[src/rtl/store_pkg.sv]
package store_pkg;
  typedef enum logic [1:0] {
    ST_NONE = 2'd0,
    ST_WORD = 2'd1,
    ST_HALF = 2'd2,
    ST_BYTE = 2'd3
  } st_kind_e;

  localparam logic [1:0] FMT_MEM  = 2'b11;
  localparam logic [5:0] OP3_WORD = 6'b000100;
  localparam logic [5:0] OP3_HALF = 6'b000110;
  localparam logic [5:0] OP3_BYTE = 6'b000101;
endpackage

[src/rtl/store_decode.sv]
module store_decode
  import store_pkg::*;
#(
  parameter int INSTR_W = 32,
  parameter int IMM_W   = 13
) (
  input  logic [INSTR_W-1:0] instr,
  output st_kind_e           kind,
  output logic               imm_sel,
  output logic [IMM_W-1:0]   simm
);
  localparam int FMT_HI = INSTR_W - 1;
  localparam int OP3_HI = 24;
  localparam int OP3_LO = 19;
  localparam int IBIT   = 13;

  logic [1:0] fmt;
  logic [5:0] op3;

  always_comb begin
    fmt     = instr[FMT_HI -: 2];
    op3     = instr[OP3_HI:OP3_LO];
    imm_sel = instr[IBIT];
    simm    = instr[IMM_W-1:0];
    kind    = ST_NONE;
    if (fmt == FMT_MEM) begin
      unique case (op3)
        OP3_WORD: kind = ST_WORD;
        OP3_HALF: kind = ST_HALF;
        OP3_BYTE: kind = ST_BYTE;
        default:  kind = ST_NONE;
      endcase
    end
  end
endmodule

[src/rtl/ea_adder.sv]
module ea_adder #(
  parameter int ADDR_W = 32,
  parameter int IMM_W  = 13
) (
  input  logic [ADDR_W-1:0] base_val,
  input  logic              imm_sel,
  input  logic [IMM_W-1:0]  simm,
  output logic [ADDR_W-1:0] ea
);
  localparam int EXT_W = ADDR_W - IMM_W;

  logic [ADDR_W-1:0] offset;

  always_comb begin
    offset = imm_sel ? {{EXT_W{simm[IMM_W-1]}}, simm} : '0;
    ea     = base_val + offset;
  end
endmodule

[src/rtl/lane_steer.sv]
module lane_steer
  import store_pkg::*;
#(
  parameter int DATA_W = 32
) (
  input  st_kind_e                        kind,
  input  logic [$clog2(DATA_W/8)-1:0]     off,
  input  logic [DATA_W-1:0]               src,
  output logic [DATA_W/8-1:0]             be,
  output logic [DATA_W-1:0]               data,
  output logic                            is_write,
  output logic                            mis
);
  localparam int LANES = DATA_W / 8;
  localparam int OFF_W = $clog2(LANES);

  always_comb begin
    mis = 1'b0;
    unique case (kind)
      ST_WORD: mis = (off != '0);
      ST_HALF: mis = off[0];
      default: mis = 1'b0;
    endcase
    is_write = (kind != ST_NONE) && !mis;
  end

  for (genvar j = 0; j < LANES; j++) begin : g_lane
    localparam logic [OFF_W-1:0] BO = OFF_W'(LANES - 1 - j);
    logic en;
    logic [7:0] byte_v;
    always_comb begin
      en     = 1'b0;
      byte_v = 8'h00;
      unique case (kind)
        ST_WORD: begin
          en     = 1'b1;
          byte_v = src[j*8 +: 8];
        end
        ST_HALF: begin
          en     = (BO[OFF_W-1:1] == off[OFF_W-1:1]);
          byte_v = BO[0] ? src[7:0] : src[15:8];
        end
        ST_BYTE: begin
          en     = (BO == off);
          byte_v = src[7:0];
        end
        default: begin
          en     = 1'b0;
          byte_v = 8'h00;
        end
      endcase
    end
    assign be[j]          = en && is_write;
    assign data[j*8 +: 8] = (en && is_write) ? byte_v : 8'h00;
  end
endmodule

[src/rtl/store_lane_unit.sv]
module store_lane_unit
  import store_pkg::*;
#(
  parameter int INSTR_W = 32,
  parameter int ADDR_W  = 32,
  parameter int DATA_W  = 32,
  parameter int IMM_W   = 13,
  localparam int LANES  = DATA_W / 8,
  localparam int OFF_W  = $clog2(LANES),
  localparam int WADR_W = ADDR_W - OFF_W
) (
  input  logic               clk,
  input  logic               rst,
  input  logic               in_valid,
  input  logic [INSTR_W-1:0] instr,
  input  logic [ADDR_W-1:0]  base_val,
  input  logic [DATA_W-1:0]  src_val,
  output logic               wr_valid,
  output logic [WADR_W-1:0]  wr_addr,
  output logic [DATA_W-1:0]  wr_data,
  output logic [LANES-1:0]   wr_be,
  output logic               misalign
);
  st_kind_e          kind;
  logic              imm_sel;
  logic [IMM_W-1:0]  simm;
  logic [ADDR_W-1:0] ea;
  logic [LANES-1:0]  be_c;
  logic [DATA_W-1:0] data_c;
  logic              write_c;
  logic              mis_c;

  store_decode #(.INSTR_W(INSTR_W), .IMM_W(IMM_W)) u_dec (
    .instr(instr), .kind(kind), .imm_sel(imm_sel), .simm(simm)
  );

  ea_adder #(.ADDR_W(ADDR_W), .IMM_W(IMM_W)) u_ea (
    .base_val(base_val), .imm_sel(imm_sel), .simm(simm), .ea(ea)
  );

  lane_steer #(.DATA_W(DATA_W)) u_steer (
    .kind(kind), .off(ea[OFF_W-1:0]), .src(src_val),
    .be(be_c), .data(data_c), .is_write(write_c), .mis(mis_c)
  );

  always_ff @(posedge clk) begin
    if (rst) begin
      wr_valid <= 1'b0;
      misalign <= 1'b0;
      wr_addr  <= '0;
      wr_data  <= '0;
      wr_be    <= '0;
    end else begin
      wr_valid <= in_valid && write_c;
      misalign <= in_valid && mis_c;
      wr_addr  <= ea[ADDR_W-1:OFF_W];
      wr_data  <= data_c;
      wr_be    <= be_c;
    end
  end

  logic [DATA_W-1:0] be_bits;
  for (genvar j = 0; j < LANES; j++) begin : g_mask
    assign be_bits[j*8 +: 8] = {8{wr_be[j]}};
  end

  assert_excl_R7: assert property (@(posedge clk) disable iff (rst)
    !(wr_valid && misalign));

  assert_idle_R8: assert property (@(posedge clk) disable iff (rst)
    !in_valid |=> (!wr_valid && !misalign));

  assert_be_legal_R6: assert property (@(posedge clk) disable iff (rst)
    wr_valid |-> ($countones(wr_be) == 1 || $countones(wr_be) == 2 ||
                  $countones(wr_be) == LANES));

  assert_dead_lanes_R5: assert property (@(posedge clk) disable iff (rst)
    wr_valid |-> ((wr_data & ~be_bits) == '0));

  assert_no_be_when_idle_R1: assert property (@(posedge clk) disable iff (rst)
    !wr_valid |-> (wr_be == '0 || !$past(in_valid)));
endmodule

[config.mk]
export PLATFORM = sky130hd
export DESIGN_NAME = store_lane_unit
export DESIGN_NICKNAME = d
export VERILOG_FILES = /design/src/rtl/store_pkg.sv /design/src/rtl/store_decode.sv /design/src/rtl/ea_adder.sv /design/src/rtl/lane_steer.sv /design/src/rtl/store_lane_unit.sv
export SDC_FILE = /design/constraint.sdc
export NUM_CORES = 1
export LEC_CHECK = 0
export ABC_AREA = 1
export ABC_CLOCK_PERIOD_IN_PS = 2600
export CORE_MARGIN = 4
export CORE_UTILIZATION = 60
export CTS_BUF_LIST = sky130_fd_sc_hd__clkbuf_2 sky130_fd_sc_hd__clkbuf_4 sky130_fd_sc_hd__clkbuf_8
export DETAILED_ROUTE_END_ITERATION = 8
export DONT_BUFFER_PORTS = 1
export PLACE_DENSITY = 0.76
export SYNTH_ARGS = -nofsm -noshare
export SYNTH_HDL_FRONTEND = slang
export SYNTH_SLANG_ARGS = --single-unit
[constraint.sdc]
create_clock -name clk -period 2.6 [get_ports clk]
set_clock_uncertainty 0.15 [all_clocks]
set_input_delay 0 -clock clk [delete_from_list [all_inputs] [get_ports clk]]
set_output_delay 0 -clock clk [all_outputs]
set_load 0.02 [all_outputs]
Word-level counts from Yosys, hierarchy flattened
Index checks and enable logic that the tools add are counted.

Output and inout bits: 68. Word-level logic and storage cells: 54. Flip-flop bits (word level): 68. Bits of input ports: 99.

Mux-type cells: 11. $add $sub $neg: 1. Equal/unequal tests: 10. Reductions and logical operators: 18. Bitwise gates (word level): 6.

Operators by type and width (count): $add 32x32->32 (1); $mux 32 (1); $pmux 8 s2 (2); $pmux 8 s3 (1); $eq 6x3->1 const B (3); $pmux 1 s3 (4); $reduce_or 2->1 (5); $logic_and 1x1->1 (7); $eq 2x2->1 const B (3); $not 1->1 (6); $pmux 2 s3 (1); $reduce_or 3->1 (2); $eq 2x2->1 const A (2); $reduce_bool 2->1 (2); $eq 1x2->1 const A (1); $eq 2x1->1 const B (1); $logic_not 2->1 (1); $mux 2 (1); $pmux 1 s2 (1); $logic_not 1->1 (1).

Longest topological paths before layout
Gate-level depths: netlist of run 1.

Depth in word-level cells: 10. Gate-level depth with buffers: 16. Gate-level depth less buffers: 15.

By module
From an unflattened synthesis of run 1, not the netlist that was laid out.

Cell total of the unflattened synthesis: 966. Area total of the unflattened synthesis: 5407.7 um^2.

By module, submodules not included: ea_adder (sequential area each 0.0 um^2, area an instance 2503.7 um^2, times used 1, cells each 555); store_lane_unit (sequential area each 1361.3 um^2, area an instance 1930.6 um^2, times used 1, cells each 212); lane_steer (sequential area each 0.0 um^2, area an instance 825.8 um^2, times used 1, cells each 176); store_decode (sequential area each 0.0 um^2, area an instance 147.6 um^2, times used 1, cells each 23).

Least setup slack after synthesis of run 1
Ideal clock, no wire load.

Path type: input-to-reg. Start: input instr[13]. End: register wr_data[16]. Path slack: 0.530 ns. Data required time: 2.385 ns. Library setup time: 0.065 ns. Stages on the path: 14. Buffers on the path: 1. Data arrival time: 1.855 ns. Path through: clkbuf_1 nand2_1 inv_1 ha_1 inv_1 fa_1 inv_1 o211ai_2 nand2_1 nor2_4 inv_2 nor2_4 nand2_4 nor2_1.

Longest elaborated chain between the ends: 9. Elaborated cells between the ends (all ways): 12. Those cells by class: 1 x add/sub; 1 x eq/ne; 3 x mux; 2 x bitwise; 5 x reduce/logical.

Ends and longest elaborated chain: start: declaration (line store_lane_unit.sv:15) `input logic [INSTR_W-1:0] instr,`; $mux 32 (*) (line ea_adder.sv:15) `offset = imm_sel ? {{EXT_W{simm[IMM_W-1]}}, simm} : '0;`; $add 32x32->32 (*) (line ea_adder.sv:16) `ea = base_val + offset;`; $reduce_bool 2->1 (line lane_steer.sv:20) `ST_WORD: mis = (off != '0);`; $pmux 1 s2 (line lane_steer.sv:19) `unique case (kind)`; $logic_not 1->1 (line lane_steer.sv:24) `is_write = (kind != ST_NONE) && !mis;`; $logic_and 1x1->1 (line lane_steer.sv:24); $logic_and 1x1->1 (*) (line lane_steer.sv:54) `assign data[j*8 +: 8] = (en && is_write) ? byte_v : 8'h00;`; $not 1->1 (no source line) (*); $reduce_or 2->1 (no source line) (*); end signal: assignment (line store_lane_unit.sv:57) `wr_data <= data_c;`; end: declaration (line store_lane_unit.sv:20) `output logic [DATA_W-1:0] wr_data,`.

Mark *: on every way between the ends. The rest lies on a longest branch, timed or not. A chain may end at the register's enable or synchronous reset.

Worst setup path after layout of run 1
Start: input instr[21]. End: register wr_data[31].

Longest elaborated chain between the ends: 10. Elaborated cells between the ends (all ways): 17. Those cells by class: 6 x eq/ne; 5 x mux; 1 x bitwise; 5 x reduce/logical.

Ends and longest elaborated chain: $eq 6x3->1 (line store_decode.sv:27) `unique case (op3)`; $pmux 2 s3 (*) (line store_decode.sv:27); $mux 2 (*) (line store_decode.sv:26) `if (fmt == FMT_MEM) begin`; $eq 2x2->1 or $eq 2x1->1 (tied branches) (line lane_steer.sv:19, lane_steer.sv:34); $pmux 1 s2 (line lane_steer.sv:19); $logic_not 1->1 (line lane_steer.sv:24); $logic_and 1x1->1 (line lane_steer.sv:24); $logic_and 1x1->1 (line lane_steer.sv:54); $not 1->1 (no source line); $reduce_or 2->1 (no source line).

Marks and branches as above.

==> results of run 1 <==
placed cells by master, fill, tap and decap left out, types with 2 or more instances in the layout:
| cell | n |
|---|---|
| sky130_fd_sc_hd__a21boi_0 | 6 |
| sky130_fd_sc_hd__a21o_1 | 2 |
| sky130_fd_sc_hd__a21oi_1 | 44 |
| sky130_fd_sc_hd__a22oi_1 | 8 |
| sky130_fd_sc_hd__and2_1 | 2 |
| sky130_fd_sc_hd__bufinv_16 | 2 |
| sky130_fd_sc_hd__clkbuf_8 | 9 |
| sky130_fd_sc_hd__clkinvlp_4 | 2 |
| sky130_fd_sc_hd__dfxtp_1 | 68 |
| sky130_fd_sc_hd__dlygate4sd3_1 | 90 |
| sky130_fd_sc_hd__ha_1 | 33 |
| sky130_fd_sc_hd__ha_2 | 2 |
| sky130_fd_sc_hd__inv_1 | 153 |
| sky130_fd_sc_hd__inv_2 | 2 |
| sky130_fd_sc_hd__nand2_1 | 264 |
| sky130_fd_sc_hd__nand2_4 | 3 |
| sky130_fd_sc_hd__nand3_1 | 23 |
| sky130_fd_sc_hd__nor2_1 | 90 |
| sky130_fd_sc_hd__nor2_2 | 4 |
| sky130_fd_sc_hd__nor2_4 | 4 |
| sky130_fd_sc_hd__nor3_1 | 9 |
| sky130_fd_sc_hd__o21a_1 | 4 |
| sky130_fd_sc_hd__o21ai_0 | 19 |
| sky130_fd_sc_hd__o21ai_1 | 2 |
| sky130_fd_sc_hd__o21bai_1 | 2 |
registers in the layout, indices dropped and copies added (netlist names):
register	cells
misalign	1
wr_addr	30
wr_be	4
wr_data	32
wr_valid	1
worst min-delay path, cell delays in order:
cell                      delay (ns)
sky130_fd_sc_hd__ha_1           0.21
sky130_fd_sc_hd__inv_1          0.08
sky130_fd_sc_hd__a21oi_1        0.13
sky130_fd_sc_hd__nor2_1         0.06
metal layers:
| layer | vias to the layer above | track usage |
|---|---|---|
| met2 | 274 | 0.5428 |
| met3 | 77 | 0.1298 |
| met1 | 2242 | 0.3672 |
| met4 | 2 | 0.2014 |
| met5 | - | 0 |
| li1 | 2506 | - |
logic make-up after synthesis:
| group | Yosys count |
|---|---|
| flip-flops | 68 |
| adder cells (fa/ha/maj) | 37 |
| AO/OA/AOI/OAI | 90 |
| XOR/XNOR | 1 |
| buffers and inverters | 164 |
| AND/OR/NAND/NOR | 404 |
per-stage QoR:
stage / TNS (ns) / hold slack, ns / cells
global placement: 0 / -0.07010 / 855
floorplan: 0 / -0.07321 / 764
finish: 0 / 0.02454 / 961
CTS: 0 / 0.001197 / 961
detailed placement: 0 / -0.06956 / 855
global route: -0.07117 / 0.03704 / 961
cell type report:
class / instances / area (um2) / share of cell area
multi-input cells: 532 / 2684 / 0.4565
flip-flops and latches: 68 / 1361 / 0.2315
repair buffers: 91 / 908.4 / 0.1545
inverters: 155 / 581.8 / 0.09896
clock buffers: 10 / 131.4 / 0.02235
well taps: 99 / 123.9 / 0.02107
clock inverters: 6 / 88.84 / 0.01511
what timing repair did:
item                                    CTS  global route
resized for setup                         0             7
endpoints found under the setup margin    0             9
hold buffers                             90             0
endpoints found under the hold margin    68             0
worst max path at each step:
stage | end | slack (ns)
final | wr_data[31] | 0.04
after floorplan | wr_data[16] | 0.53
after global placement | wr_data[9] | 0.46
after CTS | wr_data[31] | 0.10
after detailed placement | wr_data[21] | 0.34
after global routing | wr_data[31] | -0.05
power by group:
part           internal (uW)  switching (uW)
clock                    551             432
combinational            251             364
sequential              1090            93.7
==> results.txt, run 1 <==
The buffer cell driving the clock tree root was sky130_fd_sc_hd__clkbuf_8. The cell leakage power was 0.003290 uW. Of all cell types, the one taking the most synthesized area is sky130_fd_sc_hd__dfxtp_1. The unique cell type count in the Yosys netlist was 33. The maximum number of pins on one net before global-route repair is 30.

The floorplan step defined a die boundary enclosing 0.009237 mm2. At the worst endpoint, the arrival time is 2.70 ns. Dividing the detail-routed via count by the number of cells gives 5.308.

Setup slack closes at 0.04163 ns. The worst path in the final design needs a cycle of 2.558 ns, including I/O delays and setup. The initial antenna violation count came out at 2.

In this design, the stage delay of the slowest critical-path cell is 0.61 ns. After filler insertion, the fill cell instance count of the layout stands at 534. The flow ran to the end, and the final reports show no timing, DRC or antenna violations.

Ranked by instance count, the synthesized netlist is headed by sky130_fd_sc_hd__nand2_1, sky130_fd_sc_hd__inv_1, sky130_fd_sc_hd__nor2_1, sky130_fd_sc_hd__dfxtp_1, sky130_fd_sc_hd__a21oi_1. The kind of cell with the highest combined delay along the critical path is buffers and inverters. Summing over every cut layer, the via total after detailed routing is 5,101. Detailed placement finished with a half-perimeter wire length of 10.08 mm. Clock tree synthesis found a total of 68 sinks.

The number of stages on the worst setup path came out at 11. For the starting density of the core, the log shows 0.6288. Combinational family with the most area after synthesis: simple AND/OR/NAND/NOR gates. The number of storage elements in the synthesis netlist is 68, and the number of antenna-violating nets in the routed design is 0. The class of the tightest hold or removal check is in2reg. The tool flagged a number of max-cap violations equal to 0. In the synthesized netlist, the number of instances is 764.

The number of enable flip-flop cells after synthesis was 0; the worst ir drop on vdd was 284.0 uV. In the final routing, the length of wire on met1 measures 5.822 mm. The critical path is of the in2reg type.

The via count of the first global-routing pass was 5,057. Sorting the synthesized cells by area gives the leading types as sky130_fd_sc_hd__dfxtp_1, sky130_fd_sc_hd__nand2_1, sky130_fd_sc_hd__inv_1, sky130_fd_sc_hd__ha_1, sky130_fd_sc_hd__nor2_1. The weighted congestion at the end of routability-driven global placement came out at 0.8951.

For this block, the routed nets add up to 14.81 mm of wire. Setup violations remaining at the end of the flow were counted as 0. The tools report the kind of launch point of the worst setup path as a primary input. At the worst endpoint, the required time is 2.74 ns. TritonCTS built the clock tree.

The timing startpoint of the critical path is instr[21]. Synthesis produced a netlist with a net count of 900. The ratio of total power to cell area is 473.8 mW/mm2. The top routing layer in use was met5.

The most common cell in the synthesized netlist was sky130_fd_sc_hd__nand2_1. The logs give 0 for the number of synthesis warnings and 167 for the top-level port count. The logs give 0.3345 for the global routing usage summed across all routing layers and 0.3909 GHz for the fmax. During placement, the flow inserted port buffers numbering 0. Post-route clock period utilization: 0.9840.

Sum of overflow across all layers after global routing: 0. The fraction of synthesized cell area taken by the top area cell type is 0.2922, and the adder-cell share of the synthesized area is 0.1010. Die height: 96.11 um.

The buffer and inverter count on the worst path works out to 3. Setup repair after global routing could not meet its margin everywhere. The tools report the total CTS buffers as 9. The mean cell area of the mapped netlist works out to 6.097 um2.

For this run, the detailed router's first-pass iteration total came to 5. The logs give 294 for the violation count after the first detailed-route iteration and 0.3413 ns for the worst setup timing slack at the placement stage. The post-synthesis share of cell area spent on and, or, nand and nor gates came out at 0.3556. Number of slew-limit violations in the final report: 0. The tools report the end point of the most critical hold path as wr_addr[23]. The sequential cell area fraction in the yosys report was 0.2922.

The share of post-route cells with drive strength above 1 is 0.04640. The die is 96.11 um wide. After detailed routing, the met2 layer carries 6.854 mm of wire. The critical-path maximum fanout is 11, and the worst hold path stage count is 4. The wire length of the first global-routing pass was 23.89 mm; the number of remaining DRC errors was 0. The tools report the relative slew slack as 0.5658. The library cell contributing the largest single delay on the critical path was sky130_fd_sc_hd__dlygate4sd3_1.

The met3 wirelength from detailed routing is 1.432 mm, and the area of the core is 0.007408 mm2. The number of antenna diodes in the final layout is 0. The mapped netlist covers 0.004658 mm2. The prevailing post-synth register cell was sky130_fd_sc_hd__dfxtp_1. The cell repeated most along the worst path is sky130_fd_sc_hd__dlygate4sd3_1. The share of synthesized registers carrying an async set or reset was 0. In this run the core area contains 31 standard-cell rows. In this run the most critical hold path is launched from base_val[25].

The complex-gate fraction of the synthesized area works out to 0.1133. STA classifies the critical path endpoint as a flip-flop. No sink is reached through more buffers than the 2 on the longest clock path.

Walking the worst path, the cells encountered are inv_1 -> nor2_1 -> nand4_2 -> a21oi_4 -> ha_2 -> nand2_1 -> o21ai_1 -> a21oi_1 -> dlygate4sd3_1 -> nor3_1 -> dlygate4sd3_1. The logs give 0.005879 mm2 for the cell area after layout and 993 for the final net count. The measured slew at the worst slew-check pin is 0.6506 ns, and the clock slew seen by the registers of the worst setup and hold paths is 0.08 ns. The mux share of post-synthesis cell area is 0, and the power consumption is 2786 uW. The logs give 0.004738 mm2 for the placed instance area and 0.7936 for the post-layout utilization of the core. Number of levels the H-tree was split into: 3.

The area growth from synthesis to final layout is 26.22%. The synthesized-area fraction occupied by xor and xnor cells works out to 0.001880. In the final routed layout, each cell accounts on average for 15.41 um. The final count of hold timing violations was 0. Buffers added to address setup during post-CTS repair amount to 0.
Note: power is estimated with default switching activity, not from simulation.
==> inputs of run 2 (changes only) <==
--- a/config.mk
+++ b/config.mk
@@ -12,6 +12,7 @@
 export CTS_BUF_LIST = sky130_fd_sc_hd__clkbuf_2 sky130_fd_sc_hd__clkbuf_4 sky130_fd_sc_hd__clkbuf_8
 export DETAILED_ROUTE_END_ITERATION = 8
 export DONT_BUFFER_PORTS = 1
+export MAX_ROUTING_LAYER = met4
 export PLACE_DENSITY = 0.76
 export SYNTH_ARGS = -nofsm -noshare
 export SYNTH_HDL_FRONTEND = slang
==> run 2 against run 1 <==
Compared with the run above:
- cell count up 0.10%
- hold slack worse by 0.014 ns
- power up 0.52%
- via count up 1.7%
- design area up 0.34%
==> results.txt, run 2 (synthesis results as in run 1) <==
The slowest stage of the critical path belongs to the cell sky130_fd_sc_hd__dlygate4sd3_1. The run gives 2.74 ns (about the same) as the critical path required time. Grouping stages by cell kind, the critical path spends the most delay in buffers and inverters.

Class of the tightest hold or removal check: in2reg. The cell repeated most along the worst path is sky130_fd_sc_hd__dlygate4sd3_1. The area growth from synthesis to layout is 26.65%. The tools report the setup violation total in the final timing report as 0 (unchanged). The tools report the worst ir drop on vdd as 343.8 uV (+21%). The tree is rooted in a sky130_fd_sc_hd__clkbuf_8.

The stage delay of the slowest cell on the critical path is 0.59 ns (-0.02 ns), and the starting density of the core is 0.6288 (unchanged). The tools report the largest buffer count on any clock path as 2 (unchanged). Type of the setup path with the least slack: in2reg. The switching power is 907.4 uW (+1.9%). The logs give 0.3934 GHz (+0.66%) for the fmax and 31 (unchanged) for the number of placement rows.

Area occupied by multi-input gates: 0.002694 mm2 (+0.37%). For the cell-internal power, the log shows 1893 uW (-0.12%). The share of post-route cells with drive strength above 1 came out at 0.04751 (+0.001105). Number of slew-limit violations in the final report: 0 (unchanged). Final count of hold timing violations: 0 (unchanged).

The total CTS buffers was 9 (unchanged). The number of iterations in the first detailed-routing pass is 5 (unchanged). The number of levels the H-tree was split into was 3 (unchanged); the weighted congestion at the end of routability-driven global placement was 0.9114 (+1.8%). The final net count came out at 994 (+0.10%).

Timing startpoint of the critical path: instr[24]. The tools report the initial antenna violation count as 0 (-2). The total half-perimeter wirelength after legalization and detailed placement is 9.900 mm (-1.8%). The tools report the kind of launch point of the worst setup path as a primary input. The time the worst path needs with I/O delays and setup was 2.542 ns (-0.01674 ns).

In the final layout, the registers with the most flip-flops are wr_data (32), wr_addr (30), wr_be (4). The logs give 15.63 mm (+5.5%) for the sum of routed wire length over all layers and 0.009237 mm2 (unchanged) for the floorplan die area. The critical path ends at wr_data[31]. The fill cell total of the finished layout came out at 527 (-1.3%).

Register containing the most flip-flops in the final layout: wr_data. The per-cell routed wire length is 16.25 um (+5.4%). The post-route clock period utilization was 0.9776 (-0.006439); the setup slack of the critical path after layout was 0.05837 ns (+0.01674 ns). Wire length of the first global-routing pass: 24.98 mm (+4.5%). The switching share of power is 0.3240 (+0.004348), and the power consumption is 2800 uW (+0.52%). Measured slew at the worst slew-check pin: 0.6347 ns (-0.01592 ns).

The sum of overflow across all layers after global routing came out at 0 (unchanged). The critical-path maximum fanout came out at 11 (unchanged). For the number of diodes added for antenna fixing, the log shows 0 (unchanged).

The tools report the proportion of power drawn by flip-flops and latches as 0.425 (about the same). The ratio of total power to cell area is 474.7 mW/mm2 (+0.18%). The run gives 0.3908 ns (+0.04948 ns) as the worst setup timing slack at the placement stage. The tools report the critical path endpoint category as a flip-flop. The via-per-instance ratio came out at 5.394 (+1.6%). The global routing usage summed across all routing layers was 0.3618 (+0.02734).

The maximum number of pins on one net before global-route repair came out at 30 (unchanged). TritonCTS built the clock tree. Critical path arrival: 2.68 ns (-0.02 ns).

Non-filler instance count after layout: 962 (+0.10%). The violation count after the first detailed-route iteration is 323 (+9.9%). Post-layout utilization of the core: 0.7963 (+0.002702). The clock slew seen by the registers of the worst setup and hold paths is 0.09 ns (about the same), and the number of clock sinks is 68 (unchanged). The run gives 0.003297 uW (+0.24%) as the cell leakage power.

The logs give 0 (unchanged) for the max-cap check violation count and 0.356 (+0.003) for the clock network power share. The number of remaining DRC errors was 0 (unchanged). The relative slew slack came out at 0.5764 (+0.01062). The buffer and inverter count on the worst path came out at 2 (-1). The flip-flop count of the largest register, all copies and words added came out at 32 (unchanged). The signal on the critical path passes through nor2_1 -> nand4_2 -> a21oi_4 -> ha_2 -> nand2_1 -> o21ai_0 -> a21oi_1 -> dlygate4sd3_1 -> nor3_1 -> dlygate4sd3_1. The top-level port count was 167 (unchanged); the register cell area after layout was 0.001361 mm2 (unchanged).

The count of vias placed by the detailed router is 5,189 (+1.7%). The via count of the first global-routing pass was 5,134 (+1.5%). The die width is 96.11 um (unchanged). The run finished with clean final reports. The count of placed standard cells including taps is 855 (unchanged), and the number of buffer cells added on primary ports is 0 (unchanged). Number of antenna-violating nets in the routed design: 0 (unchanged).

The run gives 0.219 (-0.002) as the combinational power share. The tools report the worst hold slack across all endpoints as 0.01027 ns (-0.01427 ns). The area of the core came out at 0.007408 mm2 (unchanged). The number of stages on the worst setup path was 10 (-1). The most common cell after layout, fill and taps aside is sky130_fd_sc_hd__nand2_1. The die height came out at 96.11 um (unchanged). In the layout the commonest cells are sky130_fd_sc_hd__nand2_1, sky130_fd_sc_hd__inv_1, sky130_fd_sc_hd__dlygate4sd3_1, sky130_fd_sc_hd__nor2_1, sky130_fd_sc_hd__dfxtp_1.
-- run 2: worst min path at each step --
stage,start,end,slack [ns],depth (start not counted)
after detailed placement,rst,misalign,-0.07,1
after floorplan,rst,misalign,-0.07,1
after global placement,rst,misalign,-0.07,1
final,base_val[25],wr_addr[23],0.01,4
after global routing,base_val[25],wr_addr[23],0.07,4
after CTS,base_val[25],wr_addr[23],0.003,4
-- run 2: repair_timing --
action                                  in CTS  in global routing
buffers inserted                             0                  0
resized for setup                            0                  8
endpoints found under the setup margin       0                  9
hold buffers                                91                  0
endpoints found under the hold margin       68                  0
-- run 2: power groups by stage --
stage               clock (uW)  combinational, uW  sequential (uW)
finish                     998                613             1190
detailed placement           0                469             1210
global route              1040                695             1190
global placement             0                459             1210
CTS                        994                591             1190
floorplan                    0                376             1200
-- run 2: area by class of cell --
type                    instances  share of cell area
multi-input cells             532              0.4566
flip-flops and latches         68              0.2308
repair buffers                 92              0.1557
inverters                     155             0.09862
clock buffers                  10             0.02227
well taps                      99             0.02100
clock inverters                 6             0.01506
-- run 2: worst min-delay path, stage by stage --
cell and delay, ns:
sky130_fd_sc_hd__ha_1 0.19, sky130_fd_sc_hd__inv_1 0.09, sky130_fd_sc_hd__a21oi_1 0.13, sky130_fd_sc_hd__nor2_1 0.06
-- run 2: metal layers --
| metal | vias up | global-route usage | part of all wire |
|---|---|---|---|
| met5 | - | - | 0 |
| met4 | 0 | 0.1991 | 0.060 |
| met3 | 104 | 0.1243 | 0.11 |
| met2 | 308 | 0.5773 | 0.45 |
| met1 | 2276 | 0.3937 | 0.38 |
| li1 | 2501 | - | - |
-- run 2: through the flow --
stage | cell area (um2) | setup TNS, ns
finish | 5899 | 0
global route | 5899 | -0.1079
CTS | 5869 | 0
detailed placement | 4738 | 0
global placement | 4738 | 0
floorplan | 4658 | 0
==> inputs of run 3 (changes only) <==
--- a/config.mk
+++ b/config.mk
@@ -13,7 +13,8 @@
 export DETAILED_ROUTE_END_ITERATION = 8
 export DONT_BUFFER_PORTS = 1
 export MAX_ROUTING_LAYER = met4
-export PLACE_DENSITY = 0.76
+export PLACE_DENSITY_LB_ADDON = 0.1
+export SLEW_MARGIN = 20
 export SYNTH_ARGS = -nofsm -noshare
 export SYNTH_HDL_FRONTEND = slang
 export SYNTH_SLANG_ARGS = --single-unit
==> run 3 against run 2 <==
Compared with the run above:
- the run now ends with setup timing left
- sequential share of layout area is essentially flat
- global-route usage shrank 2.1 points
- cell count grew 0.31%
- maximum frequency shrank 2.6%
- combinational power is essentially flat
- die area is the same
- sequential power is essentially flat
- highest routed layer unchanged
==> results.txt, run 3 (synthesis results as in run 1) <==
For the via count of the first global-routing pass, the log shows 4,937 (-3.8%). Number of diodes added for antenna fixing: 0 (unchanged). Worst setup timing slack at the placement stage: 0.4182 ns (+0.02741 ns). Share of post-route cells with drive strength above 1: 0.05196 (+0.004454). The tools report the number of clock sinks as 68 (unchanged). The time the worst path needs with I/O delays and setup works out to 2.609 ns (+0.06768 ns).

Post-route clock period utilization: 1.004 (+0.02603). The post-layout utilization of the core is 0.7948 (-0.001520), and the top-level port count is 167 (unchanged). For the setup slack of the critical path after layout, the log shows -0.009313 ns (-0.06768 ns). The cell sitting at the root of the clock tree is a sky130_fd_sc_hd__clkbuf_8. The combinational power share is 0.233 (+0.014), and the switching share of power is 0.3476 (+0.02360). The per-cell routed wire length works out to 15.84 um (-2.5%).

The library cell used most frequently in the layout, excluding fill and tap cells, is sky130_fd_sc_hd__nand2_1. The critical-path maximum fanout is 8 (-3), and the initial antenna violation count is 0 (unchanged). The detailed-route wire length on metal 1 is 5.829 mm (-2.8%), and the worst hold slack across all endpoints is 0.01710 ns (+0.006836 ns). The max-cap check violation count is 0 (unchanged). The top cell types in the final layout, fill and taps aside, are sky130_fd_sc_hd__nand2_1, sky130_fd_sc_hd__inv_1, sky130_fd_sc_hd__nor2_1, sky130_fd_sc_hd__dlygate4sd3_1, sky130_fd_sc_hd__dfxtp_1. In the final layout, the registers with the most flip-flops are wr_data (32), wr_addr (30), wr_be (4). The cell-internal power came out at 1722 uW (-9.0%).

The final count of hold timing violations is 0 (unchanged). Wire length of the first global-routing pass: 23.54 mm (-5.7%). The largest buffer count on any clock path is 2 (unchanged). The worst ir drop on vdd is 281.6 uV (-18%). The register containing the most flip-flops in the final layout was wr_data. The cell leakage power was 0.003298 uW (about the same); the die width was 96.11 um (unchanged). The critical path required time is 2.75 ns (about the same).

Area growth from synthesis to final layout: 26.40%. The final net count came out at 997 (+0.30%). The number of slew-limit violations in the final report is 0 (unchanged), and the die height is 96.11 um (unchanged). The count of placed standard cells including taps is 856 (+0.12%), and the number of placement rows is 31 (unchanged). For the fmax, the log shows 0.3832 GHz (-2.6%). The total CTS buffers is 9 (unchanged), and the via-per-instance ratio is 5.239 (-2.9%). The tools report the maximum number of pins on one net before global-route repair as 30 (unchanged). The flow ran to the end, but the final reports show violations.

The tools report the critical path arrival as 2.76 ns (+0.08 ns). The floorplan die area was 0.009237 mm2 (unchanged). The measured slew at the worst slew-check pin was 0.6200 ns (-0.01471 ns); the violation count after the first detailed-route iteration was 334 (+3.4%). The number of levels the H-tree was split into came out at 3 (unchanged). For the clock network power share, the log shows 0.317 (-0.039). Weighted congestion at the end of routability-driven global placement: 0.8777 (-3.7%). Setup violation total in the final timing report: 1 (+1). The tools report the proportion of power drawn by flip-flops and latches as 0.450 (+0.025). The hold path startpoint is instr[13]. The logs give 5 (unchanged) for the number of iterations in the first detailed-routing pass and 7.096 mm (+1.5%) for the detailed route wirelength on metal2. The final reports fail on setup timing. For hold timing, the worst endpoint is wr_addr[4].

The sum of overflow across all layers after global routing was 0 (unchanged); the total half-perimeter wirelength after legalization and detailed placement was 10.06 mm (+1.6%). The count of vias placed by the detailed router came out at 5,056 (-2.6%). The clock slew seen by the registers of the worst setup and hold paths is 0.09 ns (about the same), and the number of remaining DRC errors is 0 (unchanged). The type of the setup path with the least slack is in2reg.

The fill cell total of the finished layout was 525 (-0.38%); the relative slew slack was 0.5862 (+0.009820). TritonCTS built the clock tree. The class of the tightest hold or removal check is in2reg.

The logs give 1.597 mm (-6.8%) for the met3 wirelength from detailed routing and 0.3410 (-0.02085) for the global routing usage summed across all routing layers. Number of buffer cells added on primary ports: 0 (unchanged). The worst hold path stage count is 5 (+1), and the area of the core is 0.007408 mm2 (unchanged). For the number of antenna-violating nets in the routed design, the log shows 0 (unchanged). The ratio of total power to cell area was 448.4 mW/mm2 (-5.5%). The top routing layer in use is met4. The critical path endpoint category was a flip-flop.

The sum of routed wire length over all layers was 15.28 mm (-2.2%). The starting density of the core was 0.6288 (unchanged). The kind of launch point of the worst setup path was a primary input.

The switching power came out at 917.8 uW (+1.1%). Flip-flop count of the largest register, all copies and words added: 32 (unchanged). For the non-filler instance count after layout, the log shows 965 (+0.31%).
## run 3: critical path, stage by stage
cell and delay (ns):
sky130_fd_sc_hd__nor2_1 0.17, sky130_fd_sc_hd__nand4_2 0.23, sky130_fd_sc_hd__a21oi_4 0.30, sky130_fd_sc_hd__ha_4 0.24, sky130_fd_sc_hd__inv_1 0.10, sky130_fd_sc_hd__o21ai_1 0.26
sky130_fd_sc_hd__a21oi_2 0.07, sky130_fd_sc_hd__dlygate4sd3_1 0.60, sky130_fd_sc_hd__nor3_1 0.18, sky130_fd_sc_hd__dlygate4sd3_1 0.59
## run 3: how the worst max path moves through the flow
| stage | from | endpoint | slack (ns) | cells past startpoint |
|---|---|---|---|---|
| floorplan | instr[13] | wr_data[16] | 0.53 | 14 |
| global placement | instr[24] | wr_data[8] | 0.48 | 14 |
| detailed placement | instr[24] | wr_data[8] | 0.42 | 14 |
| CTS | instr[24] | wr_data[30] | 0.13 | 10 |
| global route | instr[21] | wr_data[29] | -0.06 | 13 |
| finish | instr[24] | wr_data[30] | -0.009 | 10 |
## run 3: routing by layer
| layer | up-vias | GRT usage |
|---|---|---|
| li1 | 2512 | - |
| met1 | 2192 | 0.3837 |
| met2 | 281 | 0.5572 |
| met3 | 71 | 0.08835 |
| met4 | 0 | 0.1730 |
| met5 | - | - |
## run 3: layout make-up
type	instances	area, um2	share of cell area
Clock buffer	10	137.6	0.02337
Tap cell	99	123.9	0.02104
Sequential cell	68	1361	0.2312
Clock inverter	6	47.55	0.008075
Timing Repair Buffer	95	935.9	0.1589
Inverter	155	581.8	0.09881
Multi-Input combinational cell	532	2700	0.4586
## run 3: per-stage QoR
stage	instance area, um2	total power, uW	setup TNS, ns
global route	5888	2767	-0.1245
global placement	4746	1672	0
detailed placement	4746	1682	0
finish	5888	2640	-0.009313
floorplan	4658	1573	0
CTS	5822	2608	0
## run 3: timing repair
action                                  CTS  global route
endpoints found under the setup margin    0             1
hold endpoints to repair                 68             0
hold buffers                             89             0
resized for setup                         0             8
buffers inserted                          0             4
## run 3: power groups by stage
stage               Clock, uW  Sequential [uW]  Combinational (uW)
finish                    836             1190                 616
global route              880             1190                 696
CTS                       826             1190                 594
detailed placement          0             1210                 471
global placement            0             1210                 460
floorplan                   0             1200                 376
